[src/rtl/acc_cpu_pkg.sv]
package acc_cpu_pkg;

    localparam int OPC_W = 4;

    localparam logic [OPC_W-1:0] OPC_ADD   = 4'h0;
    localparam logic [OPC_W-1:0] OPC_SUB   = 4'h1;
    localparam logic [OPC_W-1:0] OPC_AND   = 4'h2;
    localparam logic [OPC_W-1:0] OPC_LOAD  = 4'h3;
    localparam logic [OPC_W-1:0] OPC_STORE = 4'h4;
    localparam logic [OPC_W-1:0] OPC_BRZ   = 4'h5;
    localparam logic [OPC_W-1:0] OPC_BRN   = 4'h6;
    localparam logic [OPC_W-1:0] OPC_JMP   = 4'h7;

    typedef enum logic [3:0] {
        S_INIT,
        S_FETCH,
        S_FREAD,
        S_FCAP,
        S_IRLD,
        S_DECODE,
        S_DADDR,
        S_DREAD,
        S_DCAP,
        S_EXEC,
        S_SADDR,
        S_SWRITE,
        S_BRTAKE
    } state_e;

    typedef enum logic [2:0] {
        ALU_ADD,
        ALU_SUB,
        ALU_AND,
        ALU_PASS,
        ALU_INC
    } alu_op_e;

    typedef struct packed {
        logic    init;
        logic    mar_pc;
        logic    mar_ir;
        logic    mdr_mem;
        logic    mdr_ac;
        logic    ir_ld;
        logic    pc_inc;
        logic    pc_br;
        logic    ac_ld;
        logic    disp_wr;
        logic    mem_re;
        logic    mem_we;
        alu_op_e alu_op;
    } ctl_t;

endpackage

[src/rtl/acc_alu.sv]
module acc_alu
    import acc_cpu_pkg::*;
#(
    parameter int DATA_W = 16
) (
    input  logic [DATA_W-1:0] a_i,
    input  logic [DATA_W-1:0] b_i,
    input  alu_op_e           op_i,
    output logic [DATA_W-1:0] y_o,
    output logic              neg_o,
    output logic              zero_o
);

    localparam logic [DATA_W-1:0] ONE = {{(DATA_W-1){1'b0}}, 1'b1};

    always_comb begin
        unique case (op_i)
            ALU_ADD:  y_o = a_i + b_i;
            ALU_SUB:  y_o = a_i - b_i;
            ALU_AND:  y_o = a_i & b_i;
            ALU_PASS: y_o = b_i;
            ALU_INC:  y_o = a_i + ONE;
            default:  y_o = b_i;
        endcase
    end

    assign neg_o  = y_o[DATA_W-1];
    assign zero_o = (y_o == '0);

endmodule

[src/rtl/acc_ctrl.sv]
module acc_ctrl
    import acc_cpu_pkg::*;
(
    input  logic             clk,
    input  logic             rst_n,
    input  logic [OPC_W-1:0] opcode_i,
    input  logic             flag_n_i,
    input  logic             flag_z_i,
    output ctl_t             ctl_o
);

    typedef struct packed {
        state_e st;
    } seq_t;

    seq_t seq_d, seq_q;

    // next-state logic
    always_comb begin
        seq_d = seq_q;
        unique case (seq_q.st)
            S_INIT:   seq_d.st = S_FETCH;
            S_FETCH:  seq_d.st = S_FREAD;
            S_FREAD:  seq_d.st = S_FCAP;
            S_FCAP:   seq_d.st = S_IRLD;
            S_IRLD:   seq_d.st = S_DECODE;
            S_DECODE: begin
                unique case (opcode_i)
                    OPC_ADD, OPC_SUB, OPC_AND, OPC_LOAD: seq_d.st = S_DADDR;
                    OPC_STORE: seq_d.st = S_SADDR;
                    OPC_JMP:   seq_d.st = S_BRTAKE;
                    OPC_BRZ:   seq_d.st = flag_z_i ? S_BRTAKE : S_FETCH;
                    OPC_BRN:   seq_d.st = flag_n_i ? S_BRTAKE : S_FETCH;
                    default:   seq_d.st = S_FETCH;
                endcase
            end
            S_DADDR:  seq_d.st = S_DREAD;
            S_DREAD:  seq_d.st = S_DCAP;
            S_DCAP:   seq_d.st = S_EXEC;
            S_EXEC:   seq_d.st = S_FETCH;
            S_SADDR:  seq_d.st = S_SWRITE;
            S_SWRITE: seq_d.st = S_FETCH;
            S_BRTAKE: seq_d.st = S_FETCH;
            default:  seq_d.st = S_INIT;
        endcase
    end

    always_ff @(posedge clk or negedge rst_n) begin
        if (!rst_n) seq_q <= '{st: S_INIT};
        else        seq_q <= seq_d;
    end

    // Moore outputs: depend only on the state and registered instruction
    always_comb begin
        ctl_o        = '0;
        ctl_o.alu_op = ALU_PASS;
        unique case (seq_q.st)
            S_INIT:   ctl_o.init    = 1'b1;
            S_FETCH:  ctl_o.mar_pc  = 1'b1;
            S_FREAD:  ctl_o.mem_re  = 1'b1;
            S_FCAP:   ctl_o.mdr_mem = 1'b1;
            S_IRLD: begin
                ctl_o.ir_ld  = 1'b1;
                ctl_o.pc_inc = 1'b1;
                ctl_o.alu_op = ALU_INC;
            end
            S_DADDR:  ctl_o.mar_ir  = 1'b1;
            S_DREAD:  ctl_o.mem_re  = 1'b1;
            S_DCAP:   ctl_o.mdr_mem = 1'b1;
            S_EXEC: begin
                ctl_o.ac_ld = 1'b1;
                unique case (opcode_i)
                    OPC_ADD: ctl_o.alu_op = ALU_ADD;
                    OPC_SUB: ctl_o.alu_op = ALU_SUB;
                    OPC_AND: ctl_o.alu_op = ALU_AND;
                    default: ctl_o.alu_op = ALU_PASS;
                endcase
            end
            S_SADDR: begin
                ctl_o.mar_ir = 1'b1;
                ctl_o.mdr_ac = 1'b1;
            end
            S_SWRITE: begin
                ctl_o.mem_we  = 1'b1;
                ctl_o.disp_wr = 1'b1;
            end
            S_BRTAKE: ctl_o.pc_br = 1'b1;
            default: ;
        endcase
    end

    p_fetch_capture_r10: assert property (@(posedge clk) disable iff (!rst_n)
        (seq_q.st == S_FREAD) |=> (seq_q.st == S_FCAP));

    p_strobe_excl_r11: assert property (@(posedge clk) disable iff (!rst_n)
        !(ctl_o.mem_re && ctl_o.mem_we));

    p_branch_class_r8: assert property (@(posedge clk) disable iff (!rst_n)
        (seq_q.st == S_DECODE && opcode_i == OPC_JMP) |=> (seq_q.st == S_BRTAKE));

endmodule

[src/rtl/acc_datapath.sv]
module acc_datapath
    import acc_cpu_pkg::*;
#(
    parameter int DATA_W = 16,
    parameter int ADDR_W = 8
) (
    input  logic              clk,
    input  logic              rst_n,
    input  ctl_t              ctl_i,
    input  logic [DATA_W-1:0] mem_rdata_i,
    output logic [ADDR_W-1:0] mem_addr_o,
    output logic              mem_re_o,
    output logic              mem_we_o,
    output logic [DATA_W-1:0] mem_wdata_o,
    output logic [DATA_W-1:0] disp_o,
    output logic [OPC_W-1:0]  opcode_o,
    output logic              flag_n_o,
    output logic              flag_z_o
);

    localparam logic [ADDR_W-1:0] DISP_ADDR = {ADDR_W{1'b1}};
    localparam int                PAD_W     = DATA_W - ADDR_W;

    typedef struct packed {
        logic [ADDR_W-1:0] pc;
        logic [OPC_W-1:0]  ir_op;
        logic [ADDR_W-1:0] ir_addr;
        logic [DATA_W-1:0] ac;
        logic [ADDR_W-1:0] mar;
        logic [DATA_W-1:0] mdr;
        logic [DATA_W-1:0] disp;
        logic              n;
        logic              z;
    } regs_t;

    regs_t rg_d, rg_q;

    logic [DATA_W-1:0] alu_a, alu_y;
    logic              alu_n, alu_z;
    logic              mar_is_disp;

    assign mar_is_disp = (rg_q.mar == DISP_ADDR);
    assign alu_a = ctl_i.pc_inc ? {{PAD_W{1'b0}}, rg_q.pc} : rg_q.ac;

    acc_alu #(.DATA_W(DATA_W)) u_alu (
        .a_i    (alu_a),
        .b_i    (rg_q.mdr),
        .op_i   (ctl_i.alu_op),
        .y_o    (alu_y),
        .neg_o  (alu_n),
        .zero_o (alu_z)
    );

    always_comb begin
        rg_d = rg_q;
        if (ctl_i.init) begin
            rg_d.pc = '0;
            rg_d.ac = '0;
            rg_d.n  = 1'b0;
            rg_d.z  = 1'b0;
        end
        if (ctl_i.mar_pc)  rg_d.mar = rg_q.pc;
        if (ctl_i.mar_ir)  rg_d.mar = rg_q.ir_addr;
        if (ctl_i.mdr_mem) rg_d.mdr = mar_is_disp ? rg_q.disp : mem_rdata_i;
        if (ctl_i.mdr_ac)  rg_d.mdr = rg_q.ac;
        if (ctl_i.ir_ld) begin
            rg_d.ir_op   = rg_q.mdr[DATA_W-1 -: OPC_W];
            rg_d.ir_addr = rg_q.mdr[ADDR_W-1:0];
        end
        if (ctl_i.pc_inc) rg_d.pc = alu_y[ADDR_W-1:0];
        if (ctl_i.pc_br)  rg_d.pc = rg_q.ir_addr;
        if (ctl_i.ac_ld) begin
            rg_d.ac = alu_y;
            rg_d.n  = alu_n;
            rg_d.z  = alu_z;
        end
        if (ctl_i.disp_wr && mar_is_disp) rg_d.disp = rg_q.mdr;
    end

    always_ff @(posedge clk or negedge rst_n) begin
        if (!rst_n) rg_q <= '0;
        else        rg_q <= rg_d;
    end

    assign mem_addr_o  = rg_q.mar;
    assign mem_re_o    = ctl_i.mem_re;
    assign mem_we_o    = ctl_i.mem_we && !mar_is_disp;
    assign mem_wdata_o = rg_q.mdr;
    assign disp_o      = rg_q.disp;
    assign opcode_o    = rg_q.ir_op;
    assign flag_n_o    = rg_q.n;
    assign flag_z_o    = rg_q.z;

    p_pc_step_r2: assert property (@(posedge clk) disable iff (!rst_n)
        ctl_i.pc_inc |=> (rg_q.pc == $past(rg_q.pc) + 1'b1));

    p_store_data_r6: assert property (@(posedge clk) disable iff (!rst_n)
        mem_we_o |-> (mem_wdata_o == rg_q.ac));

    p_we_pulse_r6: assert property (@(posedge clk) disable iff (!rst_n)
        mem_we_o |=> !mem_we_o);

    p_flags_excl_r7: assert property (@(posedge clk) disable iff (!rst_n)
        !(rg_q.n && rg_q.z));

    p_no_disp_write_r9: assert property (@(posedge clk) disable iff (!rst_n)
        mem_we_o |-> (mem_addr_o != DISP_ADDR));

endmodule

[src/rtl/acc_cpu.sv]
module acc_cpu
    import acc_cpu_pkg::*;
#(
    parameter int DATA_W = 16,
    parameter int ADDR_W = 8
) (
    input  logic              clk,
    input  logic              rst_n,
    output logic [ADDR_W-1:0] mem_addr,
    output logic              mem_re,
    output logic              mem_we,
    output logic [DATA_W-1:0] mem_wdata,
    input  logic [DATA_W-1:0] mem_rdata,
    output logic [DATA_W-1:0] disp_out
);

    ctl_t             ctl;
    logic [OPC_W-1:0] opcode;
    logic             flag_n, flag_z;

    acc_ctrl u_ctrl (
        .clk      (clk),
        .rst_n    (rst_n),
        .opcode_i (opcode),
        .flag_n_i (flag_n),
        .flag_z_i (flag_z),
        .ctl_o    (ctl)
    );

    acc_datapath #(.DATA_W(DATA_W), .ADDR_W(ADDR_W)) u_dp (
        .clk         (clk),
        .rst_n       (rst_n),
        .ctl_i       (ctl),
        .mem_rdata_i (mem_rdata),
        .mem_addr_o  (mem_addr),
        .mem_re_o    (mem_re),
        .mem_we_o    (mem_we),
        .mem_wdata_o (mem_wdata),
        .disp_o      (disp_out),
        .opcode_o    (opcode),
        .flag_n_o    (flag_n),
        .flag_z_o    (flag_z)
    );

    p_reset_quiet_r1: assert property (@(posedge clk)
        !rst_n |-> (!mem_re && !mem_we && disp_out == '0));

endmodule

[config.mk]
export PLATFORM = sky130hd
export DESIGN_NAME = acc_cpu
export DESIGN_NICKNAME = d
export VERILOG_FILES = /design/src/rtl/acc_cpu_pkg.sv /design/src/rtl/acc_alu.sv /design/src/rtl/acc_ctrl.sv /design/src/rtl/acc_datapath.sv /design/src/rtl/acc_cpu.sv
export SDC_FILE = /design/constraint.sdc
export NUM_CORES = 1
export LEC_CHECK = 0
export ABC_AREA = 1
export BUFFER_PORTS_ARGS = -buffer_cell sky130_fd_sc_hd__clkbuf_2
export CAP_MARGIN = 20
export CORE_ASPECT_RATIO = 0.75
export CORE_UTILIZATION = 55
export DETAILED_ROUTE_END_ITERATION = 8
export PLACE_DENSITY = 0.78
export SETUP_SLACK_MARGIN = 0.2
export SLEW_MARGIN = 0
export SYNTH_ARGS = -nofsm -noshare
export SYNTH_HDL_FRONTEND = slang
export SYNTH_SLANG_ARGS = --single-unit
[constraint.sdc]
create_clock -name clk -period 7.3 [get_ports clk]
set_input_delay 0.73 -clock clk [delete_from_list [all_inputs] [get_ports clk]]
set_output_delay 0.73 -clock clk [all_outputs]
set_load 0.02 [all_outputs]
======== After elaboration in Yosys (flattened, before gate mapping) ========
Index checks and enable logic that the tools add are counted.
word-level totals
  output and inout bits ................... 42
  bits in registers ....................... 82
  bits of input ports ..................... 18
  word-level logic and storage cells ...... 83
cells by class
  equality and inequality tests ........... 23
  $add $sub $neg .......................... 3
  bitwise logic cells ..................... 1
  reduce and logical (&&, ||, !) cells .... 16
  multiplexer cells ....................... 30
operators by type and width
  operator                                              count
  2-to-1 mux 16 bit                                     6
  one-hot mux 16 bit (4 select lines)                   1
  2-to-1 mux 8 bit                                      5
  one-hot mux 4 bit (10 select lines)                   1
  equality test 4 x 3 -> 1 bit (second input constant)  8
  equality test 4 bit (second input constant)           5
  one-hot mux 4 bit (5 select lines)                    1
  adder 16 x 1 -> 16 bit (second input constant)        1
  adder 16 bit                                          1
  bitwise AND 16 bit                                    1
  equality test 4 x 2 -> 1 bit (second input constant)  4
  zero test 16 bit                                      1
  subtractor 16 bit                                     1
  2-to-1 mux 1 bit                                      9
  equality test 4 x 1 -> 1 bit (second input constant)  2
  equality test 8 bit (second input constant)           1
  zero test 4 bit                                       2
  2-to-1 mux 4 bit                                      2
  OR reduction 4 bit                                    2
  2-to-1 mux 2 bit                                      3
  one-hot mux 2 bit (3 select lines)                    1
  one-hot mux 3 bit (2 select lines)                    1
  nonzero test 2 bit                                    3
  OR reduction 2 bit                                    3
  7 further kinds                                       8

======== Longest topological paths before layout ========
  depth after elaboration ................. 7
  mapped depth ............................ 27
  mapped depth without buffers ............ 27

======== By module ========
From an unflattened synthesis, not the netlist that was laid out.
unflattened totals
  cells, all modules ...................... 946
  area, all modules ....................... 6,438.7 µm²
modules (own cells, without submodules)
  module        cells each  area each (µm²)  instances  seq. area each (µm²)
  acc_datapath  481         4,102.7          1          1,951.9
  acc_alu       385         1,884.3          1          0.0
  acc_ctrl      80          451.7            1          100.1

======== Least setup slack after synthesis ========
Ideal clock, no wire load.
  path type ............................... register -> register
  from .................................... reg u_dp.rg_q (netlist bit u_dp.mem_wdata_o[0])
  to ...................................... reg u_dp.rg_q (netlist bit u_dp.flag_z_o)
  buffers on the path ..................... 0
  clock period less this slack ............ 3,056 ps
  arrival ................................. 2,939 ps
  library setup time ...................... 117 ps
  setup slack ............................. 4,244 ps
  stages on the path, launching flop included .. 26
  data required time ...................... 7,183 ps
  cells stage by stage .................... dfrtp_1 -> inv_1 -> ha_1 -> inv_1 -> nor3_1 -> nand3_1 -> nor3_1 -> inv_1 -> nor3_1 -> nand4_1 -> nand2_1 -> o21ai_0 -> o21ai_0 -> inv_1 -> ha_1 -> nand2_1 -> nor4_1 -> nand2_1 -> nand2_1 -> inv_1 -> nand3_1 -> nand3_1 -> nand4_1 -> nor2_1 -> nand3_1 -> nand2_1
between the ends
  word-level cells in the longest chain between the ends .. 4
  elaborated cells on any way between the ends .. 6
  classes of those cells .................. 2 x add/sub; 2 x mux; 1 x bitwise; 1 x reduce/logical
ends and longest elaborated chain
  element                                    RTL line            text
  start: declaration                         acc_datapath.sv:36  regs_t rg_d, rg_q;
  start signal: assignment                   acc_datapath.sv:82  else rg_q <= rg_d;
  subtractor 16 bit (tied with other cells)  acc_alu.sv:19       ALU_SUB: y_o = a_i - b_i;
  one-hot mux 16 bit (4 select lines) *      acc_alu.sv:17       unique case (op_i)
  zero test 16 bit *                         acc_alu.sv:28       assign zero_o = (y_o == '0);
  2-to-1 mux 2 bit *                         acc_datapath.sv:72  if (ctl_i.ac_ld) begin
Every way passes the cells marked *; elsewhere a longest branch is shown, timed or not.
A chain may end at the register's enable or synchronous reset.

======== Final worst setup path ========
  from .................................... reg u_ctrl.seq_q[3] (netlist name)
  to ...................................... reg u_dp.rg_q (netlist bit u_dp.flag_z_o)
between the ends
  word-level cells in the longest chain between the ends .. 7
  elaborated cells on any way between the ends .. 20
  classes of those cells .................. 3 x add/sub; 5 x eq/ne; 7 x mux; 1 x bitwise; 4 x reduce/logical
ends and longest elaborated chain
  element                                         RTL line            text
  start: declaration                              acc_ctrl.sv:16      seq_t seq_d, seq_q;
  start signal: assignment                        acc_ctrl.sv:49      if (!rst_n) seq_q <= '{st: S_INIT};
  start signal: assignment                        acc_ctrl.sv:50      else seq_q <= seq_d;
  equality test 4 x 3 -> 1 bit                    acc_ctrl.sv:57      unique case (seq_q.st)
  2-to-1 mux 2 bit                                acc_ctrl.sv:57
  2-to-1 mux 16 bit                               acc_datapath.sv:43  assign alu_a = ctl_i.pc_inc ? {{PAD_W{1'b0}}, rg_q.pc} : rg_q.ac;
  adder 16 x 1 -> 16 bit (tied with other cells)  acc_alu.sv:22       ALU_INC: y_o = a_i + ONE;
  one-hot mux 16 bit (4 select lines)             acc_alu.sv:17
  zero test 16 bit                                acc_alu.sv:28
  2-to-1 mux 2 bit                                acc_datapath.sv:72
Several ways; a longest one is shown, not always the timed one.

==> run summary <==
CP Max Fanout - 58
Synth Warn # - 0
PortBufs - 59
NetSw - 0.00130 W
Mux share of post-synthesis cell area - 0%
DRC - 0
Global Route Usage Sum - 31.3%
Number of iterations in the first detailed-routing pass - 5
Layout Nets - 847
Post-synthesis instance total - 804
Final GP Congestion - 0.962
Synth Register Bits - 81
Top delay family on crit path - simple AND/OR/NAND/NOR gates
EDFF count, synth - 0
Antenna violation net count after detailed routing - 0
Crit end category - register
Clk_lat worst skew - 0.35 ns
Mapped Nets - 839
Final Hold Vio Count - 0
Max-slew headroom at the worst pin - 30.0%
Syn avg cell area - 6.97 um2
# setup viols final - 0
Clock network power share - 18.8%
Slowest CP cell - nand2_2
Post-Synth XOR/XNOR Area - 0.156%
Residual overflow from global routing - 0
Max-Cap Viols - 0
CTS Buf Count - 9
Largest cells by area after synthesis - dfrtp_1, nand2_1, o21ai_0
Final worst path period need - 4.59 ns
Row Count - 31
Avg WL per Cell - 17.0 um
Worst min path class - primary input to async pin
Count of cell types in the netlist - 39
Clk buf depth - 2
Fill cells - 918
Final wirelength - 16.2 mm
Finished Cell Area - 6000 um2
Root buffer cell - clkbuf_16
CTS tree - done
Die Y - 89.4 um
Initial Util - 57.3%
CP Data Arrival Time - 4.83 ns
Floorplan core area - 9770 um2
Status - finished clean
WP buf/inv - 1
Synth Area in Compound Gates - 18.6%
Total setup buffers inserted after CTS - 0
Largest net degree at the start of global routing - 82
Placed cell area - 5670 um2
DP HPWL - 12.0 mm
First-pass GRT wire length - 25.2 mm
Top FF cell, synth - dfrtp_1
Final core utilization - 61.4%
DIE WIDTH - 119 um
RSZ-0062 raised after global routing - no
Power, Total - 0.00257 W
Startpoint types - register
Cell area after synthesis - 5600 um2
Worst-Margin Slew - 1.05 ns
Simple-gate area share of the yosys netlist - 27.1%
Clock sink total - 81
Most frequent cell after synthesis - nand2_1
Post-synth top cells - nand2_1, o21ai_0, inv_1, dfrtp_1, nand3_1
VDD IR max - 0.167 mV
Area Growth Syn to Fin - 7.19%
Critical path class - register to register
Cell mode on critical path - nand2_1
CP required - 7.54 ns
TNS Setup - 0 ns
P per Cell Area - 428 nW/um2
Share of the synthesized area in the top cell type - 36.2%
CP cell instances - nor2_1 > nand2_2 > nand2_1 > nor2_2 > inv_1 > o21ai_0 > nor3b_1 > ha_1 > a21oi_1 > o21bai_1 > nand2_1 > nand3b_1 > nand2_1 > nand2_1 > o21ai_0 > nor2_1 > nand2_1 > nor2_1 > nand3_1 > nand2_1
Antenna violations before repair - 0
Clock transition at path regs - 0.07 ns
Dpl ws - 2.91 ns
Initial drt markers - 591
Fmax achieved - 218 MHz
Via Count - 5,583
Adder-cell share of the synthesized area - 3.93%
Main combinational cell family by area after synthesis - simple AND/OR/NAND/NOR gates
Crit path launch - u_ctrl.seq_q[3]
Fin. max-slew vios - 0
H-tree levels - 3
Seq/Total Area, Yosys - 36.2%
Seq pwr share - 30.2%
Comb pwr share - 51.0%
Pleak - 2.99 nW
Reg2Reg Launch Point - u_ctrl.seq_q[3]
IO Pins - 60
Vias in the first global route - 4,769
ANT cells - 0
Max incr delay on CP - 0.72 ns
Post-cts sizing count - 0
Internal - 0.00127 W
Clk_skew - 0.0117 ns
Share of layout cells above drive strength 1 - 11.4%
Final worst-path cycle share - 62.8%
Sw Share - 50.7%
Synth area leader - dfrtp_1
DIE AREA - 10,600 um2
Cts hold-fix bufs - 0
Vias per cell - 5.88
Final worst slack - 2.71 ns
FFs w/ async S/R, synth - 100%
-- through the flow --
stage	std cells	hold slack [ns]
floorplan	804	0.434
global placement	932	0.482
detailed placement	932	0.489
CTS	948	0.503
global route	949	0.378
finish	949	0.336
-- worst reg2reg max path, stage by stage, from the launching register on --
cell,delay (ns)
dfrtp_1,0.46
nor2_1,0.13
nand2_2,0.72
nand2_1,0.15
nor2_2,0.57
inv_1,0.26
o21ai_0,0.19
nor3b_1,0.39
ha_1,0.36
a21oi_1,0.21
o21bai_1,0.12
nand2_1,0.08
nand3b_1,0.09
nand2_1,0.07
nand2_1,0.04
o21ai_0,0.29
nor2_1,0.10
nand2_1,0.07
nor2_1,0.04
nand3_1,0.07
nand2_1,0.06
-- path summary, 6_finish.rpt --
kind / endpoint / slack, ns / depth (start not counted)
max in group asynchronous: u_dp.rg_q[48] / 6.37 / 2
worst max-delay path: u_dp.flag_z_o / 2.71 / 20
worst min register to register: u_dp.rg_q[74] / 0.51 / 2
worst min-delay path: u_ctrl.seq_q[1] / 0.34 / 1
worst max register to register: u_dp.flag_z_o / 2.71 / 20
min in group clk: u_dp.rg_q[74] / 0.51 / 2
-- routing by layer --
layer / part of all wire, % / global-route usage (%) / up-vias
met5: 0 / 0 / -
met4: 1.3 / 7.13 / 0
met3: 13 / 9.06 / 27
met2: 39 / 43.6 / 335
met1: 47 / 47.3 / 2591
li1: - / - / 2630
-- flip-flops by register name, indices dropped and copies added, names as in the netlist --
name	cells
u_dp.rg_q	32
u_dp.disp_o	16
u_dp.mem_wdata_o	16
u_dp.mem_addr_o	8
u_ctrl.seq_q	4
u_dp.opcode_o	4
u_dp.flag_z_o	1
-- layout make-up --
| type | count | area (um2) | area share [%] |
|---|---|---|---|
| Clock inverter | 6 | 73.8 | 1.23 |
| Sequential cell | 81 | 2030 | 33.8 |
| Tap cell | 132 | 165 | 2.75 |
| Multi-Input combinational cell | 556 | 2790 | 46.4 |
| Clock buffer | 10 | 239 | 3.98 |
| Inverter | 103 | 387 | 6.44 |
| Timing Repair Buffer | 61 | 325 | 5.42 |
-- cells in the final DEF (no fill, tap or decap), types with 3 or more instances in the layout --
| master | synthesis | final |
|---|---|---|
| a21oi_1 | 26 | 26 |
| clkbuf_16 | 0 | 9 |
| clkbuf_2 | 0 | 58 |
| dfrtp_1 | 81 | 81 |
| ha_1 | 16 | 16 |
| inv_1 | 98 | 98 |
| inv_2 | 3 | 3 |
| nand2_1 | 220 | 220 |
| nand2_2 | 5 | 5 |
| nand2_4 | 3 | 3 |
| nand3_1 | 50 | 50 |
| nand3b_1 | 3 | 3 |
| nand4_1 | 6 | 6 |
| nor2_1 | 46 | 46 |
| nor3_1 | 10 | 10 |
| nor4_1 | 5 | 5 |
| o211ai_1 | 23 | 23 |
| o21ai_0 | 107 | 107 |
| o221ai_1 | 6 | 6 |
| o22ai_1 | 6 | 6 |
| o31ai_1 | 3 | 3 |
-- power by group through the flow --
stage / Clock [W] / Combinational [W] / Sequential, W
floorplan: 0 / 0.00102 / 0.000708
global placement: 0 / 0.00125 / 0.000768
detailed placement: 0 / 0.00127 / 0.000773
CTS: 0.000484 / 0.00128 / 0.000765
global route: 0.000501 / 0.00145 / 0.000792
finish: 0.000483 / 0.00131 / 0.000776
-- cell families after synthesis --
group	Yosys count
and+or+nand+nor	356
AOI/OAI and AO/OA	182
buffers and inverters	167
DFF	81
adders and majority gates	17
xor gates and xnor gates	1
Power figures use the tool's default switching activity.
